<file path="src/rtl/replay_buffer_pkg.sv">
package replay_buffer_pkg;

  // side flags carried next to each byte
  typedef struct packed {
    logic last;
    logic err;
  } rb_flags_t;

  function automatic int unsigned rb_idx_w(input int unsigned depth);
    return (depth > 1) ? $clog2(depth) : 1;
  endfunction

endpackage

</file>
<file path="src/rtl/replay_buffer_mem.sv">
module replay_buffer_mem #(
  parameter int unsigned WORD_W = 10,
  parameter int unsigned DEPTH  = 57,
  localparam int unsigned IDX_W = replay_buffer_pkg::rb_idx_w(DEPTH)
) (
  input  logic              clk_i,
  input  logic              we_i,
  input  logic [IDX_W-1:0]  waddr_i,
  input  logic [WORD_W-1:0] wdata_i,
  input  logic [IDX_W-1:0]  raddr_i,
  output logic [WORD_W-1:0] rdata_o
);

  logic [WORD_W-1:0] mem_q [DEPTH];

  for (genvar e = 0; e < DEPTH; e++) begin : g_cell
    always_ff @(posedge clk_i) begin
      if (we_i && (waddr_i == IDX_W'(e))) mem_q[e] <= wdata_i;
    end
  end

  assign rdata_o = mem_q[raddr_i];

endmodule

</file>
<file path="src/rtl/replay_buffer_ctrl.sv">
module replay_buffer_ctrl #(
  parameter int unsigned DEPTH = 57,
  localparam int unsigned IDX_W = replay_buffer_pkg::rb_idx_w(DEPTH),
  localparam int unsigned CNT_W = $clog2(DEPTH + 1)
) (
  input  logic             clk_i,
  input  logic             rst_ni,
  input  logic             wr_fire_i,
  input  logic             rd_fire_i,
  input  logic             rd_last_i,
  input  logic             replay_i,
  input  logic             commit_i,
  output logic [IDX_W-1:0] wr_idx_o,
  output logic [IDX_W-1:0] rd_idx_o,
  output logic [CNT_W-1:0] held_o,
  output logic [CNT_W-1:0] ahead_o,
  output logic             committed_o
);

  localparam logic [IDX_W-1:0] LAST_IDX = IDX_W'(DEPTH - 1);

  logic [IDX_W-1:0] wr_q, rd_q, st_q, wr_d, rd_d, st_d, rd_adv;
  logic [CNT_W-1:0] held_q, ahead_q, held_d, ahead_d, ahead_adv, held_add;
  logic             committed_q, committed_d;
  logic             release_w, rewind_w;

  function automatic logic [IDX_W-1:0] bump(input logic [IDX_W-1:0] idx);
    return (idx == LAST_IDX) ? '0 : idx + 1'b1;
  endfunction

  assign release_w = committed_q | commit_i;
  assign rewind_w  = replay_i & ~release_w;
  assign rd_adv    = rd_fire_i ? bump(rd_q) : rd_q;
  assign ahead_adv = ahead_q + CNT_W'(rd_fire_i);
  assign held_add  = held_q + CNT_W'(wr_fire_i);

  always_comb begin
    wr_d    = wr_fire_i ? bump(wr_q) : wr_q;
    st_d    = st_q;
    rd_d    = rd_adv;
    ahead_d = ahead_adv;
    held_d  = held_add;
    if (release_w) begin
      // frame start follows the read side: consumed words are freed
      st_d    = rd_adv;
      ahead_d = '0;
      held_d  = held_add - ahead_adv;
    end else if (rewind_w) begin
      rd_d    = st_q;
      ahead_d = '0;
    end
    committed_d = committed_q;
    if (release_w && rd_fire_i && rd_last_i) committed_d = 1'b0;
    else if (commit_i)                       committed_d = 1'b1;
  end

  always_ff @(posedge clk_i or negedge rst_ni) begin
    if (!rst_ni) begin
      wr_q        <= '0;
      rd_q        <= '0;
      st_q        <= '0;
      held_q      <= '0;
      ahead_q     <= '0;
      committed_q <= 1'b0;
    end else begin
      wr_q        <= wr_d;
      rd_q        <= rd_d;
      st_q        <= st_d;
      held_q      <= held_d;
      ahead_q     <= ahead_d;
      committed_q <= committed_d;
    end
  end

  assign wr_idx_o    = wr_q;
  assign rd_idx_o    = rd_q;
  assign held_o      = held_q;
  assign ahead_o     = ahead_q;
  assign committed_o = committed_q;


  ring_consistent_chk: assert property (@(posedge clk_i) disable iff (!rst_ni)
    (wr_q == st_q) |-> (held_q == '0 || held_q == CNT_W'(DEPTH)));


  replay_rewind_chk: assert property (@(posedge clk_i) disable iff (!rst_ni)
    (replay_i && !committed_q && !commit_i) |=> (rd_q == $past(st_q) && ahead_q == '0));


  commit_tracks_chk: assert property (@(posedge clk_i) disable iff (!rst_ni)
    committed_q |-> (st_q == rd_q && ahead_q == '0));


  replay_ignored_chk: assert property (@(posedge clk_i) disable iff (!rst_ni)
    (replay_i && committed_q && !rd_fire_i) |=> (rd_q == $past(rd_q)));


  commit_wins_chk: assert property (@(posedge clk_i) disable iff (!rst_ni)
    (replay_i && commit_i && !committed_q && !rd_fire_i) |=> (rd_q == $past(rd_q) && committed_q));


  frame_release_chk: assert property (@(posedge clk_i) disable iff (!rst_ni)
    (committed_q && rd_fire_i && rd_last_i) |=> (!committed_q && st_q == rd_q));

endmodule

</file>
<file path="src/rtl/replay_buffer.sv">
module replay_buffer #(
  parameter int unsigned DATA_W = 8,
  parameter int unsigned DEPTH  = 57
) (
  input  logic              clk_i,
  input  logic              rst_ni,
  input  logic [DATA_W-1:0] in_data_i,
  input  logic              in_err_i,
  input  logic              in_last_i,
  input  logic              in_valid_i,
  output logic              in_ready_o,
  output logic [DATA_W-1:0] out_data_o,
  output logic              out_err_o,
  output logic              out_last_o,
  output logic              out_valid_o,
  input  logic              out_ready_i,
  input  logic              replay_i,
  input  logic              commit_i
);
  import replay_buffer_pkg::*;

  localparam int unsigned IDX_W  = rb_idx_w(DEPTH);
  localparam int unsigned CNT_W  = $clog2(DEPTH + 1);
  localparam int unsigned WORD_W = DATA_W + $bits(rb_flags_t);

  logic [IDX_W-1:0]  wr_idx, rd_idx;
  logic [CNT_W-1:0]  held, ahead;
  logic              committed, wr_fire, rd_fire;
  logic [WORD_W-1:0] wr_word, rd_word;
  rb_flags_t         in_flags, out_flags;

  assign in_ready_o  = held < CNT_W'(DEPTH);
  assign out_valid_o = held != ahead;
  assign wr_fire     = in_valid_i & in_ready_o;
  assign rd_fire     = out_valid_o & out_ready_i;

  assign in_flags = '{last: in_last_i, err: in_err_i};
  assign wr_word  = {in_data_i, in_flags};
  assign {out_data_o, out_flags} = rd_word;
  assign out_err_o  = out_flags.err;
  assign out_last_o = out_flags.last;

  replay_buffer_mem #(.WORD_W(WORD_W), .DEPTH(DEPTH)) u_mem (
    .clk_i   (clk_i),
    .we_i    (wr_fire),
    .waddr_i (wr_idx),
    .wdata_i (wr_word),
    .raddr_i (rd_idx),
    .rdata_o (rd_word)
  );

  replay_buffer_ctrl #(.DEPTH(DEPTH)) u_ctrl (
    .clk_i       (clk_i),
    .rst_ni      (rst_ni),
    .wr_fire_i   (wr_fire),
    .rd_fire_i   (rd_fire),
    .rd_last_i   (out_last_o),
    .replay_i    (replay_i),
    .commit_i    (commit_i),
    .wr_idx_o    (wr_idx),
    .rd_idx_o    (rd_idx),
    .held_o      (held),
    .ahead_o     (ahead),
    .committed_o (committed)
  );


  hold_out_chk: assert property (@(posedge clk_i) disable iff (!rst_ni)
    (out_valid_o && !out_ready_i && !(replay_i && !committed && !commit_i))
      |=> (out_valid_o && $stable({out_data_o, out_err_o, out_last_o})));


  no_overflow_chk: assert property (@(posedge clk_i) disable iff (!rst_ni)
    wr_fire |=> (held != '0));

endmodule

</file>
<file path="config.mk">
export PLATFORM = sky130hd
export DESIGN_NAME = replay_buffer
export DESIGN_NICKNAME = d
export VERILOG_FILES = /design/src/rtl/replay_buffer_pkg.sv /design/src/rtl/replay_buffer_mem.sv /design/src/rtl/replay_buffer_ctrl.sv /design/src/rtl/replay_buffer.sv
export SDC_FILE = /design/constraint.sdc
export NUM_CORES = 1
export LEC_CHECK = 0
export BUFFER_PORTS_ARGS = -buffer_cell sky130_fd_sc_hd__buf_2
export CORE_MARGIN = 2
export CORE_UTILIZATION = 57
export DETAILED_ROUTE_END_ITERATION = 6
export MAX_ROUTING_LAYER = met4
export PLACE_DENSITY = 0.76
export SLEW_MARGIN = 20
export SYNTH_ARGS = -nofsm -noshare
export SYNTH_HDL_FRONTEND = slang
export SYNTH_SLANG_ARGS = --single-unit
</file>
<file path="constraint.sdc">
create_clock -name clk_i -period 3.46 [get_ports clk_i]
set_input_delay 0.346 -clock clk_i [delete_from_list [all_inputs] [get_ports clk_i]]
set_output_delay 0.346 -clock clk_i [all_outputs]
set_load 0.01 [all_outputs]
</file>
# Word level (Yosys, flattened, before mapping)
# Memory sizes are Yosys's and may differ from the RTL's.
# Cells that the tools add are included.
[totals] wordCells=485 mem_count=1 register_bits=31 output_inout_bits=12 mem_bits_rw=570
[memory_table] name="u_mem.mem_q" words=57 width=10 rd=1 rd_ports_with_merged_regs=0 wr=1 line="replay_buffer_mem.sv:14" source="logic [WORD_W-1:0] mem_q [DEPTH];"
[classes] eq_ne=58 addsub=5 n_lt_le_gt_ge=1 n_reduce_logical=117 bitwise_logic=5 muxes=292
[op_table] cell="10-bit 2-to-1 mux" n=56
[op_table] cell="10-bit OR reduction" n=56
[op_table] cell="6-bit 2-to-1 mux" n=64
[op_table] cell="1-bit 2-to-1 mux" n=172
[op_table] cell="6-bit equality test (second input constant)" n=26
[op_table] cell="6-bit by 5-bit equality test with 1-bit output (second input constant)" n=16
[op_table] cell="1-bit logical AND" n=59
[op_table] cell="6-bit by 4-bit equality test with 1-bit output (second input constant)" n=8
[op_table] cell="6-bit by 3-bit equality test with 1-bit output (second input constant)" n=4
[op_table] cell="6-bit by 1-bit adder with 6-bit output" n=2
[op_table] cell="6-bit by 1-bit adder with 6-bit output (second input constant)" n=2
[op_table] cell="6-bit by 2-bit equality test with 1-bit output (second input constant)" n=2
[op_table] cell="6-bit by 1-bit equality test with 1-bit output (second input constant)" n=1
[op_table] cell="6-bit logical NOT" n=1
[op_table] cell="6-bit less-than comparator (second input constant)" n=1
[op_table] cell="6-bit != test" n=1
[op_table] cell="6-bit subtractor" n=1
[op_table] cell="1-bit bitwise AND" n=3
[op_table] cell="2-bit nonzero test" n=1
[op_table] cell="1-bit NOT" n=1
[op_table] cell="1-bit bitwise OR" n=1

# Logic depth before layout (Yosys ltp)
[depth] depth_word=62 depth_mapped=15 mapped_depth_nobuf=14

# By module
# A second synthesis with hierarchy kept.
[hier_totals] cells_unflattened=1212 area_unflattened_um2=23844.1
[modules_own_cells] module="replay_buffer_mem" cells_each=1028 area_per_inst_um2=22057.4 n_inst=1
[modules_own_cells] module="replay_buffer_ctrl" cells_each=169 area_per_inst_um2=1689.1 n_inst=1
[modules_own_cells] module="replay_buffer" cells_each=15 area_per_inst_um2=97.6 n_inst=1

# Worst setup path after synthesis
# OpenSTA, ideal clock, no wires.
[synth_timing] path_kind="register -> register" from="reg u_ctrl.held_q[5] (netlist: u_ctrl.held_o[5])" to="reg u_ctrl.held_q[5] (netlist: u_ctrl.held_o[5])" path_slack_ns=0.206 setup_ns=0.123 period_less_slack_ns=3.254 path_buffers=1 required_time_ns=3.337 path_stages_with_launch=16 t_arrival_ns=3.132 cell_sequence="dfrtp_1 -> xor2_1 -> nor4_1 -> a21bo_2 -> clkbuf_1 -> inv_1 -> ha_1 -> ha_1 -> inv_1 -> ha_1 -> nor2b_1 -> o21ai_0 -> a21oi_1 -> or3_1 -> nand3_1 -> xnor2_1"
[synth_via] elab_chain_len=5 elab_cells_between_ends=8
[synth_rtl] element="start: declaration" line="replay_buffer_ctrl.sv:23" source="logic [CNT_W-1:0] held_q, ahead_q, held_d, ahead_d, ahead_adv, held_add;"
[synth_rtl] element="start signal: assignment" line="replay_buffer_ctrl.sv:69" source="held_q <= held_d;"
[synth_rtl] element="6-bit less-than comparator or 6-bit != test (tied branches)" line="replay_buffer.sv:32, replay_buffer.sv:33"
[synth_rtl] element="1-bit bitwise AND (on tied branches)" line="replay_buffer.sv:34, replay_buffer.sv:35"
[synth_rtl] element="6-bit by 1-bit adder with 6-bit output (on tied branches)" line="replay_buffer_ctrl.sv:35, replay_buffer_ctrl.sv:34"
[synth_rtl] element="6-bit subtractor" line="replay_buffer_ctrl.sv:47" source="held_d = held_add - ahead_adv;"
[synth_rtl] element="6-bit 2-to-1 mux *" line="replay_buffer_ctrl.sv:43" source="if (release_w) begin"
[synth_rtl] element="named net u_ctrl.held_d[5]" line="replay_buffer_ctrl.sv:23"
# The timed path passes the listed nets; every way through them passes the cells marked *.
# A chain may end at the register's enable or synchronous reset.

# Worst setup path in the final report
[layout_timing] from="reg u_ctrl.rd_q[0] (netlist: u_ctrl.rd_idx_o[0])" to="out out_data_o[6]"
[layout_via] elab_chain_len=1
[layout_rtl] element="start: declaration" line="replay_buffer_ctrl.sv:22" source="logic [IDX_W-1:0] wr_q, rd_q, st_q, wr_d, rd_d, st_d, rd_adv;"
[layout_rtl] element="start signal: assignment" line="replay_buffer_ctrl.sv:67" source="rd_q <= rd_d;"
[layout_rtl] element="memory 57 x 10 bit"
[layout_rtl] element="end: declaration" line="replay_buffer.sv:12" source="output logic [DATA_W-1:0] out_data_o,"
# No other way between the ends.

==> metrics.txt <==
status finished, violations left; failing checks setup timing; Core Area slightly above 40,000 sq um; clock-pin slew on the worst setup and hold paths 0.06 ns; Non-Filler Instances 1,866; chip width roughly 210 microns; vias 12,173; reg2reg start u_ctrl.held_o[5]; Worst path slowest cell mux4_2; min-delay worst type primary input to flop; post-synthesis cell area roughly 24,000 sq um; Crit Path Class flop to output port; ys async rst share 5.16%; CTS Buf Count 56; Post-DRT Antenna Nets 0; Crit path buffers/inverters 4; Die ar. ~43,000 sq um; port bufs 27; clock buffer depth 3; First-pass DRT Iterations 6; Worst-Skew Late Latency 0.60 ns; GRT met2 Usage 40.7%; initial core utilization approximately three fifths; Hold Path Origin commit_i; final slew viol count 0; largest net degree at the start of global routing 58; Reg-to-Reg End u_ctrl.held_o[5]; worst-path cell chain buf_12 > buf_12 > buf_4 > mux4_2 > mux4_2 > o22ai_4 > a21oi_1 > buf_2; CP max stage delay 0.52 ns; Synth warnings 0; PD cells 812 nW/um^2; nets around 1,300; Final min period 3.48 ns; normalized max-slew margin 27.7%; row count between 70 and 80; Synth-to-Final Area Change 15.2%; number of max-cap violations 0; Ports 28; Seq/Total Area, Yosys 75.1%; Pwr Total 0.0223 W; WHS Endpoint u_ctrl.committed_o; Leakage 9.00 nW; RSZ-0062 raised after global routing yes; share of layout cells above drive strength 1 31.0%; H-tree Lvls 2; largest cells by area after synthesis edfxtp_1 72%, mux4_2 15%, dfrtp_1 3.3%, nor2_1 1.4%, mux2i_1 0.84%; post-synth top area cell edfxtp_1; commonest non-fill, non-tap cell in the layout edfxtp_1; cells on worst reg2reg path 14; GR Layer Usage met3 4.32%; Slew @ Worst Pin 1.08 ns; Net Count, Synth 1,195; Fin. Hold Viols 0; Post-Syn Area per Cell 20.5 sq um; initial antenna violation count 0; hold slack 0.124 ns; RD Place Congestion 0.917; Most Crowded Layer GR met2; Most used DFF post-synth edfxtp_1; Via density around 6.5; met1 usage 35.4%; crit start category flop; final wirelength ~54,000 microns; clk_skew ~0.020 ns; clock root cell clkbuf_16; number of synthesized flops with an enable pin 570; final worst slack -0.0204 ns; global router's overall resource usage 25.9%; final setup vio count 1; library cells used by synthesis 47; vias in the first global route between 10,000 and 15,000; Post-Syn Instances 1,163; Max VDD drop 448 uV; Yosys reg bits 601; CTS sink count about 600; crit end category output port; Die H 208 microns; antenna cell count 0; WL/cell 29.1 microns; DP Wirelength approximately 30,000 microns; Tcrit/Tclk final 101%; DRT iter0 DRCs 1,595; Placed Instances 1,741; Top Family by Delay on Critical Path multiplexers; Cells on Worst Hold Path 3; Crit path arrival time between 3 and 4 ns; gr ovfl total 0; CP max FO 6; post-synth top area share ~72%; FF-to-FF setup slack approximately 0.27 ns; FMAX 0.287 GHz; most frequent cells in the layout 570 x edfxtp_1, 160 x mux4_2, 88 x buf_4; CP required 3.11 ns; global-route wire length before repair ~79,000 microns; CTS tree yes; DR DRC count 0
[tightest hold or removal path: cells and delay by family]
kind | cells | cell delay, ns
AO/OA/AOI/OAI | 1 | 0.12
buffers and inverters | 1 | 0.10
AND/OR/NAND/NOR | 1 | 0.11
[cell usage after synthesis, types with 4 or more instances]
| library cell | n |
|---|---|
| o21ai_0 | 18 |
| o211ai_1 | 10 |
| nor2_1 | 87 |
| nand2b_1 | 4 |
| clkbuf_1 | 32 |
| buf_1 | 7 |
| buf_2 | 15 |
| mux2_2 | 6 |
| dfrtp_1 | 31 |
| a21oi_1 | 28 |
| nand3_1 | 22 |
| buf_6 | 7 |
| ha_1 | 15 |
| xnor2_1 | 6 |
| nor2b_1 | 8 |
| nor3_1 | 4 |
| mux2i_1 | 20 |
| o22ai_1 | 10 |
| inv_1 | 12 |
| mux4_2 | 160 |
| nand2_1 | 37 |
| xor2_1 | 15 |
| or2_2 | 4 |
| edfxtp_1 | 570 |
[per-stage QoR]
| step | instance area (sq um) | setup slack, ns | util [%] | TNS [ns] |
|---|---|---|---|---|
| 2_1_floorplan | 23800 | 0.206 | - | 0 |
| 3_3_place_gp | 25000 | 0.303 | 61.0 | 0 |
| 3_5_place_dp | 25000 | 0.242 | 61.0 | 0 |
| 4_1_cts | 27200 | -0.00458 | 66.4 | -0.00622 |
| 5_1_grt | 27500 | -0.0781 | 66.9 | -0.442 |
| 6_report | 27500 | -0.0204 | 66.9 | -0.0204 |
[what timing repair did]
action	4_1_cts	5_1_grt
cloned	3	4
buffers inserted	17	4
setup endpoints to repair	10	11
resized for setup	34	26
hold buffers	1	0
pin swaps	8	10
endpoints found under the hold margin	31	0
[final cells by class]
class	instances	area, sq um
Clock buffer	69	1490
Clock inverter	28	238
Fill cell	2513	13600
Inverter	12	45.0
Multi-Input combinational cell	486	5770
Sequential cell	601	17900
Tap cell	532	666
Timing Repair Buffer	138	1350
[power breakdown]
group | total (W) | internal, W | switching [W]
clock network | 0.00587 | 0.00333 | 0.00254
logic | 0.00769 | 0.00372 | 0.00396
registers | 0.00875 | 0.00837 | 0.000381
total | 0.0223 | 0.0154 | 0.00689
[flip-flops by register name, summed over array words and instances (netlist names)]
signal	flops
u_mem.mem_q	570
u_ctrl.held_o	6
u_ctrl.rd_idx_o	6
u_ctrl.wr_idx_o	6
u_ctrl.committed_o	1
u_ctrl.ahead_o	6
u_ctrl.st_q	6
[logic make-up after synthesis]
kind of cell	share of synthesized area, %
AO/OA/AOI/OAI	2.15
XOR/XNOR	0.772
adder cells (fa/ha/maj)	0.872
buffers and inverters	1.54
flip-flops	75.1
multiplexers	16.3
AND/OR/NAND/NOR	3.28
[worst max-delay path by stage]
stage | start | cells after the start | end
after detailed placement | u_ctrl.ahead_o[4] | 14 | u_ctrl.held_o[5]
after global routing | u_ctrl.rd_idx_o[0] | 8 | out_data_o[4]
after floorplan | u_ctrl.held_o[5] | 15 | u_ctrl.held_o[5]
final | u_ctrl.rd_idx_o[0] | 8 | out_data_o[6]
after global placement | u_ctrl.held_o[5] | 14 | u_ctrl.held_o[5]
after CTS | u_ctrl.rd_idx_o[0] | 7 | out_data_o[5]
[routing by layer]
layer	wire, microns	up-vias
li1	-	5015
met1	21400	6412
met2	27200	658
met3	4380	88
met4	1270	0
met5	0	-
(Power assumes the default switching activity.)
